### src/rtl/qp_pkg.sv
package qp_pkg;
  parameter int QP_DATA_W      = 8;
  parameter int QP_ADDR_W      = 8;
  parameter int QP_SYNC_STAGES = 2;
  parameter logic [QP_ADDR_W-1:0] QP_PORT_ADDR = 8'h83;
endpackage

### src/rtl/qp_decode.sv
module qp_decode #(
  parameter int ADDR_W = qp_pkg::QP_ADDR_W,
  parameter logic [ADDR_W-1:0] PORT_ADDR = qp_pkg::QP_PORT_ADDR
) (
  input  logic [ADDR_W-1:0] addr,
  input  logic              we,
  output logic              hit,
  output logic              wr_hit
);
  always_comb begin
    hit    = (addr == PORT_ADDR);
    wr_hit = hit & we;
  end
endmodule

### src/rtl/qp_latch.sv
module qp_latch #(
  parameter int DATA_W = qp_pkg::QP_DATA_W
) (
  input  logic              clk,
  input  logic              rst,
  input  logic              wr_hit,
  input  logic [DATA_W-1:0] wdata,
  output logic [DATA_W-1:0] pad_out,
  output logic [DATA_W-1:0] pad_oe
);
  // Each bit: 0 drives the pin low, 1 releases it to the pull-up.
  for (genvar b = 0; b < DATA_W; b++) begin : g_bit
    always_ff @(posedge clk) begin
      if (rst) begin
        pad_out[b] <= 1'b1;
        pad_oe[b]  <= 1'b0;
      end else if (wr_hit) begin
        pad_out[b] <= wdata[b];
        pad_oe[b]  <= ~wdata[b];
      end
    end
  end
endmodule

### src/rtl/qp_sync.sv
module qp_sync #(
  parameter int DATA_W = qp_pkg::QP_DATA_W,
  parameter int STAGES = qp_pkg::QP_SYNC_STAGES
) (
  input  logic              clk,
  input  logic              rst,
  input  logic [DATA_W-1:0] d,
  output logic [DATA_W-1:0] q
);
  logic [DATA_W-1:0] stg [STAGES];

  for (genvar s = 0; s < STAGES; s++) begin : g_stage
    if (s == 0) begin : g_first
      always_ff @(posedge clk) begin
        if (rst) stg[s] <= '1;
        else     stg[s] <= d;
      end
    end else begin : g_next
      always_ff @(posedge clk) begin
        if (rst) stg[s] <= '1;
        else     stg[s] <= stg[s-1];
      end
    end
  end

  assign q = stg[STAGES-1];
endmodule

### src/rtl/qp_readback.sv
module qp_readback #(
  parameter int DATA_W = qp_pkg::QP_DATA_W
) (
  input  logic              clk,
  input  logic              rst,
  input  logic              hit,
  input  logic [DATA_W-1:0] pins_sync,
  output logic [DATA_W-1:0] rdata
);
  always_ff @(posedge clk) begin
    if (rst)      rdata <= '0;
    else if (hit) rdata <= pins_sync;
    else          rdata <= '0;
  end
endmodule

### src/rtl/quasi_port.sv
module quasi_port #(
  parameter int DATA_W      = qp_pkg::QP_DATA_W,
  parameter int ADDR_W      = qp_pkg::QP_ADDR_W,
  parameter logic [ADDR_W-1:0] PORT_ADDR = qp_pkg::QP_PORT_ADDR,
  parameter int SYNC_STAGES = qp_pkg::QP_SYNC_STAGES
) (
  input  logic              clk,
  input  logic              rst,
  input  logic [ADDR_W-1:0] bus_addr,
  input  logic              bus_we,
  input  logic [DATA_W-1:0] bus_wdata,
  output logic [DATA_W-1:0] bus_rdata,
  output logic [DATA_W-1:0] pad_oe,
  output logic [DATA_W-1:0] pad_out,
  input  logic [DATA_W-1:0] pad_in
);
  logic              hit;
  logic              wr_hit;
  logic [DATA_W-1:0] pins_sync;

  qp_decode #(.ADDR_W(ADDR_W), .PORT_ADDR(PORT_ADDR)) u_dec (
    .addr(bus_addr), .we(bus_we), .hit(hit), .wr_hit(wr_hit)
  );

  qp_latch #(.DATA_W(DATA_W)) u_lat (
    .clk(clk), .rst(rst), .wr_hit(wr_hit), .wdata(bus_wdata),
    .pad_out(pad_out), .pad_oe(pad_oe)
  );

  qp_sync #(.DATA_W(DATA_W), .STAGES(SYNC_STAGES)) u_sync (
    .clk(clk), .rst(rst), .d(pad_in), .q(pins_sync)
  );

  qp_readback #(.DATA_W(DATA_W)) u_rb (
    .clk(clk), .rst(rst), .hit(hit), .pins_sync(pins_sync), .rdata(bus_rdata)
  );
endmodule

### config.mk
export PLATFORM = sky130hd
export DESIGN_NAME = quasi_port
export DESIGN_NICKNAME = d
export VERILOG_FILES = /design/src/rtl/qp_pkg.sv /design/src/rtl/qp_decode.sv /design/src/rtl/qp_latch.sv /design/src/rtl/qp_sync.sv /design/src/rtl/qp_readback.sv /design/src/rtl/quasi_port.sv
export SDC_FILE = /design/constraint.sdc
export NUM_CORES = 1
export LEC_CHECK = 0
export CAP_MARGIN = 40
export CORE_ASPECT_RATIO = 2
export CORE_MARGIN = 2
export CORE_UTILIZATION = 30
export DETAILED_ROUTE_END_ITERATION = 8
export SYNTH_ARGS = -nofsm -noshare
export SYNTH_HDL_FRONTEND = slang
export SYNTH_SLANG_ARGS = --single-unit
### constraint.sdc
create_clock -name clk -period 2.5 [get_ports clk]
set_input_delay 0.5 -clock clk [delete_from_list [all_inputs] [get_ports clk]]
set_output_delay 0.5 -clock clk [all_outputs]
set_load 0.005 [all_outputs]
==> reports/summary.json, run 1 <==
{
  "layout-area-overhead-vs-synth_pct": 49.6,
  "clockRootBuffer": "sky130_fd_sc_hd__clkbuf_8",
  "max_clock_freq_mhz": 526,
  "grt_antenna_before_repair": 0,
  "timing.hold.worst.class": "reg2reg",
  "cts-htree-levels": 2,
  "synth-edff-count": 0,
  "timing.final.max_slew_violations": 0,
  "fp.dieArea_um2": 4810,
  "floorplan.initialDensity_pct": 31.2,
  "clock_insertion_delay_worst_skew_ps": 280,
  "worst_setup_path_end_kind": "flop",
  "cts_tree": "done",
  "cts_post_setup_buffers_inserted": 0,
  "synth.ff_latch_count": 40,
  "cts_max_path_buffers": 2,
  "mappedNetlistNets": 141,
  "grt_usage_pct": 12.3,
  "power.ir.vdd_worst_mv": 0.312,
  "cp_bufs_invs": 1,
  "postSynthCellCount": 114,
  "cp_cell_sequence": "clkdlybuf4s50_1, and4b_1, and3_1, o21ai_0",
  "final.period_utilization_pct": 76.0,
  "synth.top_cells.by_count": "sky130_fd_sc_hd__dfxtp_1, sky130_fd_sc_hd__or2_2, sky130_fd_sc_hd__and2_1",
  "cts-buffers-inserted": 5,
  "min_path_cells": 1,
  "yosys.cell_types.count": 20,
  "timing.critical_path.from_type": "input port",
  "cp.arrival_ps": 2050,
  "power.density_cell_area_nw_per_um2": 602,
  "tightestPinTransition_ps": 531,
  "run_status": "completed",
  "detailedPlace.worstSlack_ps": 270,
  "drive_gt1_share_pct": 15.6,
  "cell_row_count": 33,
  "synth_most_common_cell": "sky130_fd_sc_hd__dfxtp_1",
  "area_of_the_multi_input_gates_um2": 419,
  "synth_top_flop_cell": "sky130_fd_sc_hd__dfxtp_1",
  "slowest_stage": "sky130_fd_sc_hd__and3_1",
  "ctsResizeCount": 0,
  "antenna-diode-count": 0,
  "placeableCoreArea_um2": 4090,
  "cp_num_cells": 4,
  "clock-skew-final_ps": 3.97,
  "yosys_warnings": 0,
  "gpl.final_weighted_congestion": 0.664,
  "detail-route-antenna-nets": 0,
  "drv.max_cap_violation_count": 0,
  "setup.worst_path.class": "in2reg",
  "via_count": 949,
  "die_width_um": 50.1,
  "crit_fanout": 16,
  "cts.hold.buffers_added": 0,
  "dp_hpwl_um": 2010,
  "wirelength_um": 2590,
  "syn_avg_cell_area_um2": 11.2,
  "die_h_um": 96.2,
  "largest_area_contributor_in_the_synthesized_netlist": "sky130_fd_sc_hd__dfxtp_1",
  "drc_errors": 0,
  "setup_repair_after_global_routing_missed_its_margin": "no",
  "synth.cell_area_um2": 1270,
  "worst-r2r-cell-count": 1,
  "post_drt_wl_per_cell_um": 11.8,
  "overflow": 0,
  "critical_path.max_stage_delay_ps": 550,
  "worst-endpoint-required_ps": 2650,
  "num_io_pins": 51,
  "clk_pin_slew_ps": 70,
  "n_fill_cell": 370,
  "finalHoldViolations": 0,
  "finalCriticalPeriod_ps": 1900,
  "postSynth.asyncResetShare_pct": 0,
  "drt-vias-per-instance": 4.33,
  "initialDrtViolationCount": 7,
  "detailedRoute.firstPassIterationCount": 4,
  "cts_sinks": 40,
  "leakage_nw": 0.733,
  "finalSetupTns_ps": 0,
  "yosys.area.top_type_share_pct": 62.9,
  "synth_area_leaders": "sky130_fd_sc_hd__dfxtp_1, sky130_fd_sc_hd__or2_2, sky130_fd_sc_hd__o31a_1, sky130_fd_sc_hd__and2_1, sky130_fd_sc_hd__nand2b_1",
  "buffer_ports.inserted": 50,
  "layout.nets": 193,
  "setup_slack_ps": 599,
  "critical_path.top_delay_family": "simple AND/OR/NAND/NOR gates",
  "regArea_um2": 801,
  "setup_violations": 0,
  "grt_pass1_wl_um": 4390,
  "timing.hold.ws_ps": 410,
  "grt_start_max_net_pins": 17,
  "slew_headroom_pct": 64.6,
  "grt_pass1_vias": 994,
  "synth-seq-area-share_pct": 62.9
}
## placed cells by master (no fill, tap or decap), drive strengths merged
cell type / netlist / routed
and3b: 1 / 1
and3: 1 / 1
nor2: 6 / 6
buf: 4 / 3
o31a: 6 / 6
o21a: 2 / 2
nor4: 1 / 1
and2: 8 / 8
and4b: 1 / 1
a41oi: 2 / 2
nand4: 6 / 6
o21ai: 8 / 8
nand2b: 6 / 6
inv: 2 / 2
or2: 16 / 16
dfxtp: 40 / 40
clkbuf: 4 / 8
clkdlybuf4s50: 0 / 50
## worst paths after layout
check / startpoint / endpoint / slack, ps
setup reg to reg: u_lat.pad_out[1] / u_lat.pad_out[1] / 1770
hold reg to reg: u_sync.stg[0][0] / u_sync.stg[1][0] / 410
setup / recovery: bus_addr[1] / u_lat.pad_oe[2] / 600
hold / removal: u_sync.stg[0][0] / u_sync.stg[1][0] / 410
## area by class of cell
class | instances | area share [%]
sequential | 40 | 42.0
timing repair buffer | 53 | 27.4
multi-input combinational | 64 | 22.0
clock buffer | 8 | 4.73
tap | 52 | 3.41
inverter | 2 | 0.394
## power by group
| group | switching [mW] | internal, mW | total, mW |
|---|---|---|---|
| combinational | 0.0231 | 0.0511 | 0.0742 |
| clock | 0.197 | 0.225 | 0.422 |
| sequential | 0.00216 | 0.649 | 0.652 |
## cells by family (layout without fill, tap and decap cells)
| group | count (synthesis) | in the layout | synth area share, % |
|---|---|---|---|
| AO/OA/AOI/OAI | 18 | 18 | 9.82 |
| buffers and inverters | 10 | 63 | 4.22 |
| flip-flops | 40 | 40 | 62.9 |
| AND/OR/NAND/NOR | 46 | 46 | 23.1 |
## per-layer routing
layer  vias up  share of wire [%]  GRT usage, %
met2        45                 53          23.0
li1        485                  -             -
met3         6                8.5          4.04
met5         -                  0             0
met1       413                 36          11.3
met4         0                2.4          6.94
## through the flow
step / utilization, % / power, mW / cell area, um2 / instances
4_1_cts: 46.6 / 1.17 / 1910 / 219
3_5_place_dp: 44.4 / 0.741 / 1820 / 211
2_1_floorplan: - / 0.691 / 1270 / 114
5_1_grt: 46.6 / 1.20 / 1910 / 219
3_3_place_gp: 44.4 / 0.739 / 1820 / 211
6_report: 46.6 / 1.15 / 1910 / 219
## state kept, by name, indices dropped and copies added (netlist names)
signal,count
u_lat.pad_oe,8
u_lat.pad_out,8
u_rb.rdata,8
u_sync.stg,16
(Power assumes the default switching activity.)
==> run 2, diff against run 1 <==
==> constraint.sdc (replaced) <==
create_clock -name clk -period 1.6 [get_ports clk]
set_input_delay 0.32 -clock clk [delete_from_list [all_inputs] [get_ports clk]]
set_output_delay 0.32 -clock clk [all_outputs]
set_load 0.005 [all_outputs]
==> run 2 against run 1 <==
Net effect:
- clock power increased by 100%
- combinational power increased by 66%
- utilization increased by 2.4 points
- wire length decreased by 3.3%
- hold slack got worse by 0.77 ps
- cell area increased by 5.1%
- non-clock buffer count increased by 8
- total power increased by 74%
- register-to-register slack got worse by 880 ps
- critical path depth decreased by 3
- first-iteration DRC count decreased by 43%
- global-route usage decreased by 0.81 points
- critical endpoint is now pad_oe[0]
- largest cell class unchanged
- largest power group unchanged
==> reports/summary.json, run 2 (synthesis gave the netlist of run 1 again) <==
{
  "antenna-diode-count": {"value": 0, "change": "unchanged"},
  "via_count": {"value": 991, "change": "was 949"},
  "grt_pass1_vias": {"value": 979, "change": "was 994"},
  "floorplan.initialDensity": {"value": 31.2, "unit": "%", "change": "unchanged"},
  "power.ir.vdd_worst": {"value": 0.635, "unit": "mV", "change": "was 0.312 mV"},
  "cts_max_path_buffers": {"value": 2, "change": "unchanged"},
  "layout.nets": {"value": 201, "change": "was 193"},
  "detailedPlace.worstSlack": {"value": -158, "unit": "ps", "change": "was 270 ps"},
  "grt_pass1_wl": {"value": 4220, "unit": "um", "change": "was 4390 um"},
  "cp.arrival": {"value": 1150, "unit": "ps", "change": "was 2050 ps"},
  "setup_slack": {"value": 133, "unit": "ps", "change": "was 599 ps"},
  "drv.max_cap_violation_count": {"value": 0, "change": "unchanged"},
  "drt-vias-per-instance": {"value": 4.37, "change": "was 4.33"},
  "slew_headroom": {"value": 81.7, "unit": "%", "change": "was 64.6%"},
  "clockRootBuffer": {"value": "sky130_fd_sc_hd__clkbuf_8", "change": "unchanged"},
  "die_h": {"value": 96.2, "unit": "um", "change": "unchanged"},
  "crit_fanout": {"value": 2, "change": "was 16"},
  "numPlacedInstances": {"value": 219, "change": "was 211"},
  "critical_path.top_delay_family": {"value": "buffers and inverters", "change": "was simple AND/OR/NAND/NOR gates"},
  "power.density_cell_area": {"value": 1000, "unit": "nW/um2", "change": "was 602 nW/um2"},
  "finalCriticalPeriod_ps": 1470,
  "clock-skew-final": {"value": 3.28, "unit": "ps", "change": "was 3.97 ps"},
  "cp_bufs_invs": {"value": 1, "change": "unchanged"},
  "drc_errors": {"value": 0, "change": "unchanged"},
  "layout-area-overhead-vs-synth": {"value": 57.2, "unit": "%", "change": "was 49.6%"},
  "timing.hold.ws": {"value": 409, "unit": "ps", "change": "was 410 ps"},
  "worst-endpoint-required": {"value": 1280, "unit": "ps", "change": "was 2650 ps"},
  "grt_antenna_before_repair": {"value": 0, "change": "unchanged"},
  "timing.critical_path.from_type": {"value": "flop", "change": "was input port"},
  "cts-buffers-inserted": {"value": 5, "change": "unchanged"},
  "slowest_stage": {"value": "sky130_fd_sc_hd__clkdlybuf4s50_1", "change": "was sky130_fd_sc_hd__and3_1"},
  "tightestPinTransition": {"value": 273, "unit": "ps", "change": "was 531 ps"},
  "post_drt_wl_per_cell": {"value": 11.0, "unit": "um", "change": "was 11.8 um"},
  "gpl.final_weighted_congestion": {"value": 0.673, "change": "was 0.664"},
  "wirelength": {"value": 2500, "unit": "um", "change": "was 2590 um"},
  "run_status": {"value": "completed", "change": "unchanged"},
  "grt_usage": {"value": 11.5, "unit": "%", "change": "was 12.3%"},
  "clock_insertion_delay_worst_skew": {"value": 280, "unit": "ps", "change": "about the same"},
  "cts-htree-levels": {"value": 2, "change": "unchanged"},
  "cell_row_count": {"value": 33, "change": "unchanged"},
  "buffer_ports.inserted": {"value": 50, "change": "unchanged"},
  "most_common_library_cell_in_the_layout_ignoring_fill_and_taps": {"value": "sky130_fd_sc_hd__clkdlybuf4s50_1", "change": "unchanged"},
  "grt_start_max_net_pins": {"value": 17, "change": "unchanged"},
  "setup_repair_after_global_routing_missed_its_margin": {"value": "no", "change": "unchanged"},
  "cts_tree": {"value": "done", "change": "unchanged"},
  "die_width": {"value": 50.1, "unit": "um", "change": "unchanged"},
  "timing.final.max_slew_violations": {"value": 0, "change": "unchanged"},
  "dp_hpwl": {"value": 2040, "unit": "um", "change": "was 2010 um"},
  "drive_gt1_share": {"value": 20.6, "unit": "%", "change": "was 15.6%"},
  "detailedRoute.firstPassIterationCount": {"value": 4, "change": "unchanged"},
  "cts.hold.buffers_added": {"value": 0, "change": "unchanged"},
  "overflow": {"value": 0, "change": "unchanged"},
  "initialDrtViolationCount": {"value": 4, "change": "was 7"},
  "setup.worst_path.class": {"value": "reg2out", "change": "was in2reg"},
  "placeableCoreArea": {"value": 4090, "unit": "um2", "change": "unchanged"},
  "max_clock_freq_mhz": 682,
  "critical_path.max_stage_delay": {"value": 520, "unit": "ps", "change": "was 550 ps"},
  "layout.cells.most_common_list": {"value": "sky130_fd_sc_hd__clkdlybuf4s50_1, sky130_fd_sc_hd__dfxtp_1, sky130_fd_sc_hd__or2_2", "change": "unchanged"},
  "cts_post_setup_buffers_inserted": {"value": 0, "change": "unchanged"},
  "fp.dieArea": {"value": 4810, "unit": "um2", "change": "unchanged"},
  "detail-route-antenna-nets": {"value": 0, "change": "unchanged"},
  "final_cell_count_no_fill": {"value": 227, "change": "was 219"},
  "setup_violations": {"value": 0, "change": "unchanged"},
  "cp_cell_sequence": {"value": "clkdlybuf4s50_1", "change": "was clkdlybuf4s50_1, and4b_1, and3_1, o21ai_0"},
  "timing.hold.worst.class": {"value": "reg2reg", "change": "unchanged"},
  "final.period_utilization_pct": 91.7,
  "largest_register_ffs": {"value": 16, "change": "unchanged"},
  "leakage": {"value": 0.794, "unit": "nW", "change": "was 0.733 nW"},
  "worst_setup_path_end_kind": {"value": "primary output", "change": "was flop"},
  "clk_pin_slew": {"value": 70, "unit": "ps", "change": "about the same"},
  "num_io_pins": {"value": 51, "change": "unchanged"},
  "regMostFlops": {"value": "u_sync.stg", "change": "unchanged"},
  "ctsResizeCount": {"value": 0, "change": "unchanged"},
  "finalHoldViolations": {"value": 0, "change": "unchanged"},
  "cts_sinks": {"value": 40, "change": "unchanged"}
}
[run 2: per-stage QoR]
| stage | area, um2 | setup TNS (ps) | total power, mW | utilization, % |
|---|---|---|---|---|
| finish | 2000 | 0 | 2.00 | 49.0 |
| floorplan | 1270 | 0 | 1.08 | - |
| CTS | 2000 | 0 | 2.03 | 49.0 |
| global route | 2000 | 0 | 2.09 | 49.0 |
| detailed placement | 1880 | -2460 | 1.17 | 45.9 |
| global placement | 1880 | -1370 | 1.16 | 45.9 |
[run 2: worst paths after layout]
| check | from | end | slack, ps | cells past startpoint |
|---|---|---|---|---|
| min reg2reg | u_sync.stg[0][3] | u_sync.stg[1][3] | 410 | 1 |
| max | u_lat.pad_oe[0] | pad_oe[0] | 130 | 1 |
| max reg2reg | u_lat.pad_out[1] | u_lat.pad_out[1] | 890 | 1 |
| min | u_sync.stg[0][3] | u_sync.stg[1][3] | 410 | 1 |
[run 2: power by group]
group	internal (mW)	switching (mW)
Sequential	1.01	0.00340
Combinational	0.0861	0.0364
Clock	0.550	0.312
Total	1.65	0.352
[run 2: area by class of cell]
cell class / count / area, um2
Multi-Input combinational cell: 64 / 419
Tap cell: 52 / 65.1
Timing Repair Buffer: 61 / 583
Fill cell: 381 / 2090
Sequential cell: 40 / 801
Inverter: 2 / 7.51
Clock inverter: 1 / 30.0
Clock buffer: 7 / 96.3
[run 2: routing by layer]
metal  global-route usage [%]  routed length, um  vias up
li1                         -                  -      498
met1                     10.6                865      440
met2                     22.0               1390       47
met3                     3.73                198        6
met4                     5.56                 51        0
met5                        0                  0        -
